$ cat config.mk
export PLATFORM = sky130hd
export DESIGN_NAME = brw_top
export DESIGN_NICKNAME = d
export VERILOG_FILES = /design/src/rtl/brw_pkg.sv /design/src/rtl/brw_ctrl.sv /design/src/rtl/brw_datapath.sv /design/src/rtl/brw_top.sv
export SDC_FILE = /design/constraint.sdc
export NUM_CORES = 1
export LEC_CHECK = 0
export ABC_AREA = 0
export BUFFER_PORTS_ARGS = -buffer_cell sky130_fd_sc_hd__buf_2
export CELL_PAD_IN_SITES_DETAIL_PLACEMENT = 0
export CELL_PAD_IN_SITES_GLOBAL_PLACEMENT = 2
export CORE_MARGIN = 10
export CORE_UTILIZATION = 30
export DETAILED_ROUTE_END_ITERATION = 10
export PLACE_DENSITY_LB_ADDON = 0.1
export SYNTH_ARGS = -nofsm -noshare
export SYNTH_HDL_FRONTEND = slang
export SYNTH_SLANG_ARGS = --single-unit
$ cat constraint.sdc
create_clock -name clk -period 3.55 [get_ports clk]
set_clock_uncertainty 0.1 [all_clocks]
set_input_delay 0.5325 -clock clk [delete_from_list [all_inputs] [get_ports clk]]
set_output_delay 0.5325 -clock clk [all_outputs]
set_load 0.01 [all_outputs]
$ cat src/rtl/brw_pkg.sv
package brw_pkg;
  localparam int ADDR_W    = 64;
  localparam int IO_W      = 32;
  localparam int TYPE_W    = 4;
  localparam int IO_NIB_W  = 4;
  localparam int IO_HI_W   = 16;
  localparam int MEM_FLD_W = 12;
  localparam int PREF_HI_W = 32;
  localparam int IO_GRAN   = 12;
  localparam int MEM_GRAN  = 20;
  localparam int NWIN      = 3;
  localparam int SEL_W     = NWIN + 1;

  localparam int WIN_IO   = 0;
  localparam int WIN_MEM  = 1;
  localparam int WIN_PREF = 2;
  localparam int WIN_VGA  = 3;

  localparam logic [TYPE_W-1:0] TYPE_WIDE = 4'h1;

  typedef logic [ADDR_W-1:0] addrT;

  localparam addrT VGA_IO_A_LO = 64'h3B0;
  localparam addrT VGA_IO_A_HI = 64'h3BB;
  localparam addrT VGA_IO_B_LO = 64'h3C0;
  localparam addrT VGA_IO_B_HI = 64'h3DF;
  localparam addrT VGA_MEM_LO  = 64'hA0000;
  localparam addrT VGA_MEM_HI  = 64'hBFFFF;

  // strobes from the control decode to the window datapath
  typedef struct packed {
    logic ioWinOn;
    logic memWinOn;
    logic vgaIoOn;
    logic vgaMemOn;
    logic ioBase32;
    logic ioLim32;
    logic prefBase64;
    logic prefLim64;
  } strobeT;
endpackage

$ cat src/rtl/brw_ctrl.sv
module brw_ctrl
  import brw_pkg::*;
(
  input  logic              reqValid,
  input  logic              reqIsIo,
  input  logic              ioSpaceEn,
  input  logic              memSpaceEn,
  input  logic              vgaFwdEn,
  input  logic [TYPE_W-1:0] ioBaseType,
  input  logic [TYPE_W-1:0] ioLimType,
  input  logic [TYPE_W-1:0] prefBaseType,
  input  logic [TYPE_W-1:0] prefLimType,
  output strobeT            strb
);
  always_comb begin
    strb.ioWinOn    = reqValid && reqIsIo && ioSpaceEn;
    strb.memWinOn   = reqValid && !reqIsIo && memSpaceEn;
    strb.vgaIoOn    = reqValid && reqIsIo && vgaFwdEn;
    strb.vgaMemOn   = reqValid && !reqIsIo && vgaFwdEn;
    strb.ioBase32   = (ioBaseType == TYPE_WIDE);
    strb.ioLim32    = (ioLimType == TYPE_WIDE);
    strb.prefBase64 = (prefBaseType == TYPE_WIDE);
    strb.prefLim64  = (prefLimType == TYPE_WIDE);
  end
endmodule

$ cat src/rtl/brw_datapath.sv
module brw_datapath
  import brw_pkg::*;
(
  input  logic                 clk,
  input  logic                 rstN,
  input  strobeT               strb,
  input  addrT                 reqAddr,
  input  logic [IO_NIB_W-1:0]  ioBaseNib,
  input  logic [IO_NIB_W-1:0]  ioLimNib,
  input  logic [IO_HI_W-1:0]   ioBaseHi,
  input  logic [IO_HI_W-1:0]   ioLimHi,
  input  logic [MEM_FLD_W-1:0] memBaseAddr,
  input  logic [MEM_FLD_W-1:0] memLimAddr,
  input  logic [MEM_FLD_W-1:0] prefBaseAddr,
  input  logic [MEM_FLD_W-1:0] prefLimAddr,
  input  logic [PREF_HI_W-1:0] prefBaseHi,
  input  logic [PREF_HI_W-1:0] prefLimHi,
  output logic                 fwdHit,
  output logic [SEL_W-1:0]     hitWin
);
  localparam int IO_PAD  = ADDR_W - IO_W;
  localparam int MEM_PAD = ADDR_W - MEM_FLD_W - MEM_GRAN;

  addrT winLo [NWIN];
  addrT winHi [NWIN];
  logic [NWIN-1:0] winOn;
  logic [NWIN-1:0] inWin;
  logic vgaHit;

  always_comb begin
    winLo[WIN_IO] = {{IO_PAD{1'b0}}, (strb.ioBase32 ? ioBaseHi : {IO_HI_W{1'b0}}),
                     ioBaseNib, {IO_GRAN{1'b0}}};
    winHi[WIN_IO] = {{IO_PAD{1'b0}}, (strb.ioLim32 ? ioLimHi : {IO_HI_W{1'b0}}),
                     ioLimNib, {IO_GRAN{1'b1}}};
    winLo[WIN_MEM] = {{MEM_PAD{1'b0}}, memBaseAddr, {MEM_GRAN{1'b0}}};
    winHi[WIN_MEM] = {{MEM_PAD{1'b0}}, memLimAddr, {MEM_GRAN{1'b1}}};
    winLo[WIN_PREF] = {(strb.prefBase64 ? prefBaseHi : {PREF_HI_W{1'b0}}),
                       prefBaseAddr, {MEM_GRAN{1'b0}}};
    winHi[WIN_PREF] = {(strb.prefLim64 ? prefLimHi : {PREF_HI_W{1'b0}}),
                       prefLimAddr, {MEM_GRAN{1'b1}}};
    winOn[WIN_IO]   = strb.ioWinOn;
    winOn[WIN_MEM]  = strb.memWinOn;
    winOn[WIN_PREF] = strb.memWinOn;
  end

  for (genvar g = 0; g < NWIN; g++) begin : g_win
    assign inWin[g] = winOn[g] && (winHi[g] >= winLo[g]) &&
                      (reqAddr >= winLo[g]) && (reqAddr <= winHi[g]);
  end

  always_comb begin
    vgaHit = 1'b0;
    if (strb.vgaIoOn)
      vgaHit = ((reqAddr >= VGA_IO_A_LO) && (reqAddr <= VGA_IO_A_HI)) ||
               ((reqAddr >= VGA_IO_B_LO) && (reqAddr <= VGA_IO_B_HI));
    else if (strb.vgaMemOn)
      vgaHit = (reqAddr >= VGA_MEM_LO) && (reqAddr <= VGA_MEM_HI);
  end

  always_comb begin
    hitWin = '0;
    if (vgaHit)               hitWin[WIN_VGA]  = 1'b1;
    else if (inWin[WIN_MEM])  hitWin[WIN_MEM]  = 1'b1;
    else if (inWin[WIN_PREF]) hitWin[WIN_PREF] = 1'b1;
    else if (inWin[WIN_IO])   hitWin[WIN_IO]   = 1'b1;
  end

  assign fwdHit = |hitWin;

  AST_SEL_ONEHOT: assert property (@(posedge clk) disable iff (!rstN)
    $onehot0(hitWin));
  AST_IO_NEEDS_ENABLE: assert property (@(posedge clk) disable iff (!rstN)
    hitWin[WIN_IO] |-> strb.ioWinOn);
  AST_MEM_NEEDS_ENABLE: assert property (@(posedge clk) disable iff (!rstN)
    (hitWin[WIN_MEM] || hitWin[WIN_PREF]) |-> strb.memWinOn);
  AST_VGA_NEEDS_ENABLE: assert property (@(posedge clk) disable iff (!rstN)
    hitWin[WIN_VGA] |-> (strb.vgaIoOn || strb.vgaMemOn));
endmodule

$ cat src/rtl/brw_top.sv
module brw_top
  import brw_pkg::*;
(
  input  logic                 clk,
  input  logic                 rstN,
  input  logic                 reqValid,
  input  logic                 reqIsIo,
  input  logic [ADDR_W-1:0]    reqAddr,
  input  logic                 ioSpaceEn,
  input  logic                 memSpaceEn,
  input  logic                 vgaFwdEn,
  input  logic [7:0]           ioBaseReg,
  input  logic [7:0]           ioLimReg,
  input  logic [IO_HI_W-1:0]   ioBaseHi,
  input  logic [IO_HI_W-1:0]   ioLimHi,
  input  logic [MEM_FLD_W-1:0] memBaseAddr,
  input  logic [MEM_FLD_W-1:0] memLimAddr,
  input  logic [15:0]          prefBaseReg,
  input  logic [15:0]          prefLimReg,
  input  logic [PREF_HI_W-1:0] prefBaseHi,
  input  logic [PREF_HI_W-1:0] prefLimHi,
  output logic                 hitValid,
  output logic                 fwdHit,
  output logic [SEL_W-1:0]     hitWin
);
  logic                 vQ, ioQ, ioEnQ, memEnQ, vgaEnQ;
  addrT                 addrQ;
  logic [7:0]           ioBaseQ, ioLimQ;
  logic [IO_HI_W-1:0]   ioBaseHiQ, ioLimHiQ;
  logic [MEM_FLD_W-1:0] memBaseQ, memLimQ;
  logic [15:0]          prefBaseQ, prefLimQ;
  logic [PREF_HI_W-1:0] prefBaseHiQ, prefLimHiQ;
  strobeT               strb;
  logic                 dpHit;
  logic [SEL_W-1:0]     dpWin;

  always_ff @(posedge clk) begin
    if (!rstN) begin
      vQ <= 1'b0; ioQ <= 1'b0; addrQ <= '0;
      ioEnQ <= 1'b0; memEnQ <= 1'b0; vgaEnQ <= 1'b0;
      ioBaseQ <= '0; ioLimQ <= '0; ioBaseHiQ <= '0; ioLimHiQ <= '0;
      memBaseQ <= '0; memLimQ <= '0; prefBaseQ <= '0; prefLimQ <= '0;
      prefBaseHiQ <= '0; prefLimHiQ <= '0;
    end else begin
      vQ <= reqValid; ioQ <= reqIsIo; addrQ <= reqAddr;
      ioEnQ <= ioSpaceEn; memEnQ <= memSpaceEn; vgaEnQ <= vgaFwdEn;
      ioBaseQ <= ioBaseReg; ioLimQ <= ioLimReg;
      ioBaseHiQ <= ioBaseHi; ioLimHiQ <= ioLimHi;
      memBaseQ <= memBaseAddr; memLimQ <= memLimAddr;
      prefBaseQ <= prefBaseReg; prefLimQ <= prefLimReg;
      prefBaseHiQ <= prefBaseHi; prefLimHiQ <= prefLimHi;
    end
  end

  brw_ctrl u_ctrl (
    .reqValid     (vQ),
    .reqIsIo      (ioQ),
    .ioSpaceEn    (ioEnQ),
    .memSpaceEn   (memEnQ),
    .vgaFwdEn     (vgaEnQ),
    .ioBaseType   (ioBaseQ[3:0]),
    .ioLimType    (ioLimQ[3:0]),
    .prefBaseType (prefBaseQ[3:0]),
    .prefLimType  (prefLimQ[3:0]),
    .strb         (strb)
  );

  brw_datapath u_dp (
    .clk          (clk),
    .rstN         (rstN),
    .strb         (strb),
    .reqAddr      (addrQ),
    .ioBaseNib    (ioBaseQ[7:4]),
    .ioLimNib     (ioLimQ[7:4]),
    .ioBaseHi     (ioBaseHiQ),
    .ioLimHi      (ioLimHiQ),
    .memBaseAddr  (memBaseQ),
    .memLimAddr   (memLimQ),
    .prefBaseAddr (prefBaseQ[15:4]),
    .prefLimAddr  (prefLimQ[15:4]),
    .prefBaseHi   (prefBaseHiQ),
    .prefLimHi    (prefLimHiQ),
    .fwdHit       (dpHit),
    .hitWin       (dpWin)
  );

  assign hitValid = vQ;
  assign fwdHit   = dpHit;
  assign hitWin   = dpWin;

  AST_VALID_LATENCY: assert property (@(posedge clk) disable iff (!rstN)
    reqValid |=> hitValid);
  AST_IDLE_QUIET: assert property (@(posedge clk) disable iff (!rstN)
    !hitValid |-> (!fwdHit && hitWin == '0));
endmodule

==> results.ini, run 1 <==
[run_status]
status=finished with violations
violations=setup timing

[logic_synthesis]
synthesis.area_um2=12200
syn_area_per_cell_um2=9.20
synth_cell_types=44
synth_top_area_frac=0.388
yosys_warnings=0
synth.area.top_cells=dfxtp_1 (39%), ha_1 (23%), and2_1 (12%), nand2_1 (4.7%), inv_1 (3.3%)
yosysSeqAreaShare=0.388
async_reset_ff_frac=0
synth_edf_count=0
synthCells=1329
synth_area_leader_cell=dfxtp_1
synth-main-ff-cell=dfxtp_1
ys_seq_elements=237
synth_nets=1793

[cells_and_area]
stdcell_area_um2=16700
final_nets=2161
drive_gt1_frac=0.296
n_fill_cell=4082
area_growth_pct=37.0

[timing]
min_period_ns=4.27
rsz0062_at_grt=yes
finalHoldViolCount=0
timing.final.ws_setup_ns=-0.723
period_share=1.20
slew_viol_final=0
setup_tns_ns=-2.10
setup_viol=4
fmax_mhz=234
slew_headroom=0.555
worstMarginPinSlew_ns=0.667

[floorplan]
start_util=0.305
die_area_um2=49200
ios=245
die_x_um=222
die_h_um=222
num_rows=73
fp.coreArea_um2=40000

[pwr]
p_int_mw=5.37
pwr-share-seq=0.411
ir_worst_vdd_v=0.000284
combPwrFrac=0.143
p_switching_mw=1.73
p_sw_frac=0.243
power.static_leakage_nw=8.19
clockPowerShare=0.446
cellPowerDensity_nw_per_um2=424

[clocking]
cts_root_buffer=clkbuf_16
cts_buffer_depth=3
h-tree-depth=1
cts.sink_count=237
cts_tree=built
numCtsBuffers=27
clk_pin_slew_ns=0.06

[setup_path]
worst_setup_path_start_kind=flip-flop
critPathKind=reg -> out
worstPathRequired_ns=2.92
critPathArrivalTime_ns=3.64
end_kind=output port
worstPathMaxFanout=5

[global_routing]
grt_pass1_vias=10914
track_usage=0.157
grt_max_degree=143
grt_overflow_total=0
grt.busiest_layer=met2
grt_use_met2=0.236
met3_usage=0.0372
antenna_found_initial=6
grt_util_met1=0.224
grt_pass1_wl_mm=61.8

[placement]
port-buffer-count=244
dpl-instance-area_um2=14900
place_hpwl_mm=32.0
gp_congestion=0.839

[route]
ant_nets=0
routed_wl_mm=39.7
via_count=10115
avgRoutedWirePerCell_um=17.7
via_per_inst=4.50
drt_iter0_markers=439
drc=0
drt_pre_antenna_iters=7

[worst_hold_path]
hp-class=in -> reg

[run]
maxCapViolCount=0

[sequential cells by signal (all words and copies together) (netlist names), 12 cells and up]
name         cells
prefBaseQ       16
memLimQ         12
addrQ           64
prefLimHiQ      32
prefBaseHiQ     32
ioLimHiQ        16
prefLimQ        16
ioBaseHiQ       16
memBaseQ        12
[placed cells by master (no fill, tap or decap), types with 17 or more instances in the layout]
cell and count:
ha_1 204, nand4_1 35, nand2_1 127, nor2_1 22, o21ai_0 26, buf_4 114, and2_1 239, a21oi_1 73
a21o_1 35, buf_2 242, nand2_2 17, ha_4 21, clkbuf_16 27, dfxtp_1 232, inv_1 106
[synthesized netlist by cell type, drive strengths merged, types with 4 or more instances]
master / count
nor2: 25
and2: 239
a221oi: 4
nor4b: 7
o211ai: 4
a31oi: 4
nor2b: 7
nand2: 154
a211oi: 14
or4: 4
dfxtp: 237
a21o: 35
a21oi: 74
nand3: 16
ha: 225
and4: 5
nand4: 35
o21ai: 33
nor3: 15
clkbuf: 34
nor4: 21
inv: 106
[logic make-up after synthesis]
| group | after synthesis | synth area share |
|---|---|---|
| and+or+nand+nor | 537 | 0.240 |
| AOI/OAI and AO/OA | 189 | 0.0974 |
| buffers and inverters | 141 | 0.0436 |
| DFF | 237 | 0.388 |
| adders and majority gates | 225 | 0.230 |
[timing repair]
item	in CTS	in global routing
hold buffers	0	0
pin swaps	17	16
cloned	4	1
endpoints found under the setup margin	4	4
gates resized for setup	98	32
hold endpoints to repair	0	0
buffers inserted	11	5
[metrics by stage]
step | cells | hold slack, ns | setup WS (ns) | total power, mW | util
detailed placement | 2173 | 0.634 | -0.362 | 3.89 | 0.372
CTS | 2236 | 0.0474 | -0.754 | 7.19 | 0.414
global placement | 2173 | 0.639 | -0.258 | 3.89 | 0.372
floorplan | 1329 | 0.554 | -0.0315 | 3.46 | -
global route | 2243 | 0.0569 | -0.975 | 7.46 | 0.418
finish | 2246 | 0.0823 | -0.723 | 7.10 | 0.418
[routing by layer]
layer	vias to the layer above	part of all wire	routed length (um)
met1	4570	0.52	20600
met3	34	0.055	2200
met5	-	0.00065	26
met4	4	0.013	518
met2	198	0.41	16300
li1	5309	-	-
[cell type report]
class	count	area (um^2)	share of cell area
Clock inverter	13	255	0.0152
Sequential cell	237	4750	0.284
Timing Repair Buffer	374	2340	0.140
Tap cell	525	657	0.0392
Inverter	106	398	0.0238
Clock buffer	36	779	0.0466
Antenna cell	4	10.0	0.000598
Multi-Input combinational cell	951	7550	0.451
[worst max-delay path, stage by stage (launching register included)]
cell and delay, ns:
dfxtp_2 0.32, nor4b_4 0.25, buf_4 0.16, buf_6 0.14, buf_12 0.14, nand2_2 0.08, buf_4 0.15, ha_4 0.26
nand3_2 0.07, nor4_1 0.29, buf_4 0.20, a221oi_2 0.06, o211ai_1 0.16, o21ai_1 0.14, o2111ai_1 0.11, o221ai_1 0.14
buf_4 0.18, nor3_2 0.09, buf_2 0.15
[path summary, 6_finish.rpt]
kind,from,endpoint,slack [ns],cells after the start
setup / recovery,prefBaseQ[1]$_SDFF_PN0_,hitWin[2],-0.72,18
hold / removal,ioBaseReg[1],ioBaseQ[1]$_SDFF_PN0_,0.08,2
[power by group through the flow]
| stage | registers (mW) | logic (mW) | clock network (mW) |
|---|---|---|---|
| finish | 2.91 | 1.02 | 3.17 |
| global route | 2.93 | 1.17 | 3.36 |
| detailed placement | 2.96 | 0.932 | 0 |
| global placement | 2.97 | 0.923 | 0 |
| floorplan | 2.92 | 0.537 | 0 |
| CTS | 2.92 | 1.00 | 3.27 |
Note: power is estimated with default switching activity, not from simulation.
==> inputs of run 2 (changes only) <==
--- a/config.mk
+++ b/config.mk
@@ -12,7 +12,9 @@
 export CORE_MARGIN = 10
 export CORE_UTILIZATION = 30
 export DETAILED_ROUTE_END_ITERATION = 10
+export GPL_TIMING_DRIVEN = 0
 export PLACE_DENSITY_LB_ADDON = 0.1
 export SYNTH_ARGS = -nofsm -noshare
 export SYNTH_HDL_FRONTEND = slang
+export SYNTH_HIERARCHICAL = 1
 export SYNTH_SLANG_ARGS = --single-unit
==> results.ini, run 2 <==
[cells_and_area]
final_nets=2087  ; -3.4%
largest_reg_flops=64  ; unchanged
num_antenna_cells=0  ; -4
drive_gt1_frac=0.238  ; -0.0577
reg_top3=addrQ (64), prefBaseHiQ (32), prefLimHiQ (32)
final_cell_mix=buf_2 (244), and2_1 (239), dfxtp_1 (231)
regMostFlops=addrQ
utilization=0.384  ; -0.0345
fin_cells=2174  ; -3.2%
area_growth_pct=26.9
n_fill_cell=4246  ; +4.0%
final_common_cell=buf_2

[clocking]
cts_tree=built
cts.sink_count=237  ; unchanged
cts_root_buffer=clkbuf_16
numCtsBuffers=27  ; unchanged
cts_buffer_depth=3  ; unchanged
h-tree-depth=1  ; unchanged
clk_pin_slew_ns=0.06  ; about the same

[timing]
period_share=1.24  ; +0.0406
timing.final.ws_setup_ns=-0.868  ; -0.144 ns
setup_viol=4  ; unchanged
whs_ns=0.0810  ; -0.00122 ns
rsz0062_at_grt=yes
worstMarginPinSlew_ns=0.818  ; +0.150 ns
finalHoldViolCount=0  ; unchanged
slew_headroom=0.441  ; -0.114
slew_viol_final=0  ; unchanged
fmax_mhz=226  ; -3.3%
min_period_ns=4.42  ; +0.144 ns

[route]
drt_pre_antenna_iters=4  ; -3
via_per_inst=4.52  ; +0.27%
drc=0  ; unchanged
ant_nets=0  ; unchanged
drt_iter0_markers=404  ; -8.0%
avgRoutedWirePerCell_um=18.2  ; +3.0%
via_count=9817  ; -2.9%
routed_wl_mm=39.6  ; -0.29%

[logic_synthesis]
synth_edf_count=0  ; unchanged
synth_compound_area_frac=0.0951  ; -0.00224
yosys_warnings=6  ; +6
synth_cell_types=50  ; +14%
synthAdderAreaFrac=0.229  ; -0.00145
synth_nets=1800  ; +0.39%
synth_common_cells=and2_1 (239), dfxtp_1 (237), ha_1 (225)
synth_area_leader_cell=dfxtp_1
synth.area.top_cells=dfxtp_1 (39%), ha_1 (23%), and2_1 (12%), nand2_1 (4.2%), a21oi_1 (3.5%)
yosysSeqAreaShare=0.386  ; -0.00245
ys_seq_elements=237  ; unchanged
synthesis.area_um2=12300  ; +0.63%
synth-main-ff-cell=dfxtp_1
synth_xor_area_frac=0  ; unchanged
synth-simple-area-share=0.243  ; +0.00276
synth_top_area_frac=0.386  ; -0.00245
synthMuxAreaShare=0  ; unchanged
syn_area_per_cell_um2=9.21  ; +0.11%
synth_most_common_cell=and2_1
async_reset_ff_frac=0  ; unchanged
synthCells=1336  ; +0.53%
synth_top_family_by_area=simple AND/OR/NAND/NOR gates

[setup_path]
slowest_stage=or3_4
slowest_delay_ns=0.45  ; +0.13 ns
crit_family=simple AND/OR/NAND/NOR gates
path_cells=nor4b_4 -> buf_6 -> clkbuf_16 -> nand2_4 -> ha_4 -> nand4_1 -> nor4_4 -> nand4_1 -> or3_4 -> a31oi_1 -> o32ai_1 -> a21o_2 -> nor3b_2 -> buf_2
end_kind=output port
critPathKind=reg -> out
critPathArrivalTime_ns=3.79  ; +0.15 ns
worstPathMaxFanout=5  ; unchanged
crit_top_cell=nand4_1
worst_setup_path_start_kind=flip-flop
worstPathRequired_ns=2.92  ; about the same
critPathBufInv=3  ; -4

[placement]
place_hpwl_mm=32.7  ; +2.0%
dp_cells=2111  ; -2.9%
place_ws_ns=-1.51  ; -1.15 ns
port-buffer-count=243  ; -0.41%
gp_congestion=0.777  ; -7.4%

[floorplan]
fp.coreArea_um2=40600  ; +1.6%
die_area_um2=49500  ; +0.58%
die_h_um=222  ; +0.29%
num_rows=74  ; +1.4%
ios=245  ; unchanged
die_x_um=222  ; +0.29%
start_util=0.303  ; -0.00291

[global_routing]
track_usage=0.158  ; +0.00123
grt_max_degree=14  ; -90%
antenna_found_initial=1  ; -5
grt_overflow_total=0  ; unchanged
grt_pass1_wl_mm=61.3  ; -0.85%
grt_pass1_vias=10753  ; -1.5%

[worst_hold_path]
hp-class=in -> reg

[pwr]
cellPowerDensity_nw_per_um2=420  ; -0.89%
power_mw=6.56  ; -7.6%
ir_worst_vdd_v=0.000235  ; -17%
power.static_leakage_nw=7.56  ; -7.7%

[run]
maxCapViolCount=0  ; unchanged

[run_status]
violations=setup timing
status=finished with violations

[run 2: what timing repair did]
item                                   CTS  global route
endpoints found under the hold margin    0             0
pin swaps                               20            13
hold buffers                             0             0
gates cloned                             1             0
resized for setup                       67            23
setup buffers                           11             3
setup endpoints to repair                5             5
[run 2: final cells by class]
cell class | instances | area, um^2 | area share
Buffer | 37 | 287 | 0.0184
Clock buffer | 38 | 767 | 0.0491
Clock inverter | 10 | 104 | 0.00665
Inverter | 106 | 398 | 0.0255
Multi-Input combinational cell | 956 | 7280 | 0.466
Sequential cell | 237 | 4750 | 0.304
Tap cell | 532 | 666 | 0.0427
Timing Repair Buffer | 258 | 1360 | 0.0868
[run 2: cells by family after synthesis]
kind of cell | Yosys count
adder cells (fa/ha/maj) | 225
AO/OA/AOI/OAI | 190
buffers and inverters | 143
flip-flops | 237
AND/OR/NAND/NOR | 541
[run 2: per-stage QoR]
| step | instance area, um^2 | TNS (ns) |
|---|---|---|
| 2_1_floorplan | 12300 | -0.00859 |
| 3_3_place_gp | 14200 | -4.55 |
| 3_5_place_dp | 14200 | -4.39 |
| 4_1_cts | 15500 | -3.31 |
| 5_1_grt | 15600 | -3.64 |
| 6_report | 15600 | -2.77 |
[run 2: path summary, 6_finish.rpt]
path                                    start                    to  slack (ns)  cells after the start
worst max-delay path  prefBaseQ[1]$_SDFF_PN0_             hitWin[0]       -0.87                     14
worst min-delay path              reqAddr[11]  addrQ[11]$_SDFF_PN0_        0.08                      2
[run 2: report_power, final]
part / switching, mW / leakage, nW / internal, mW
clock: 1.11 / 0.436 / 1.64
combinational: 0.452 / 5.15 / 0.440
sequential: 0.107 / 1.98 / 2.81
[run 2: per-layer routing]
layer  vias up  part of all wire  track usage
met1      4405              0.45        0.194
met3        49             0.045       0.0333
met4         2             0.017       0.0318
met5         -           0.00035            0
met2       193              0.49        0.277
li1       5168                 -            -
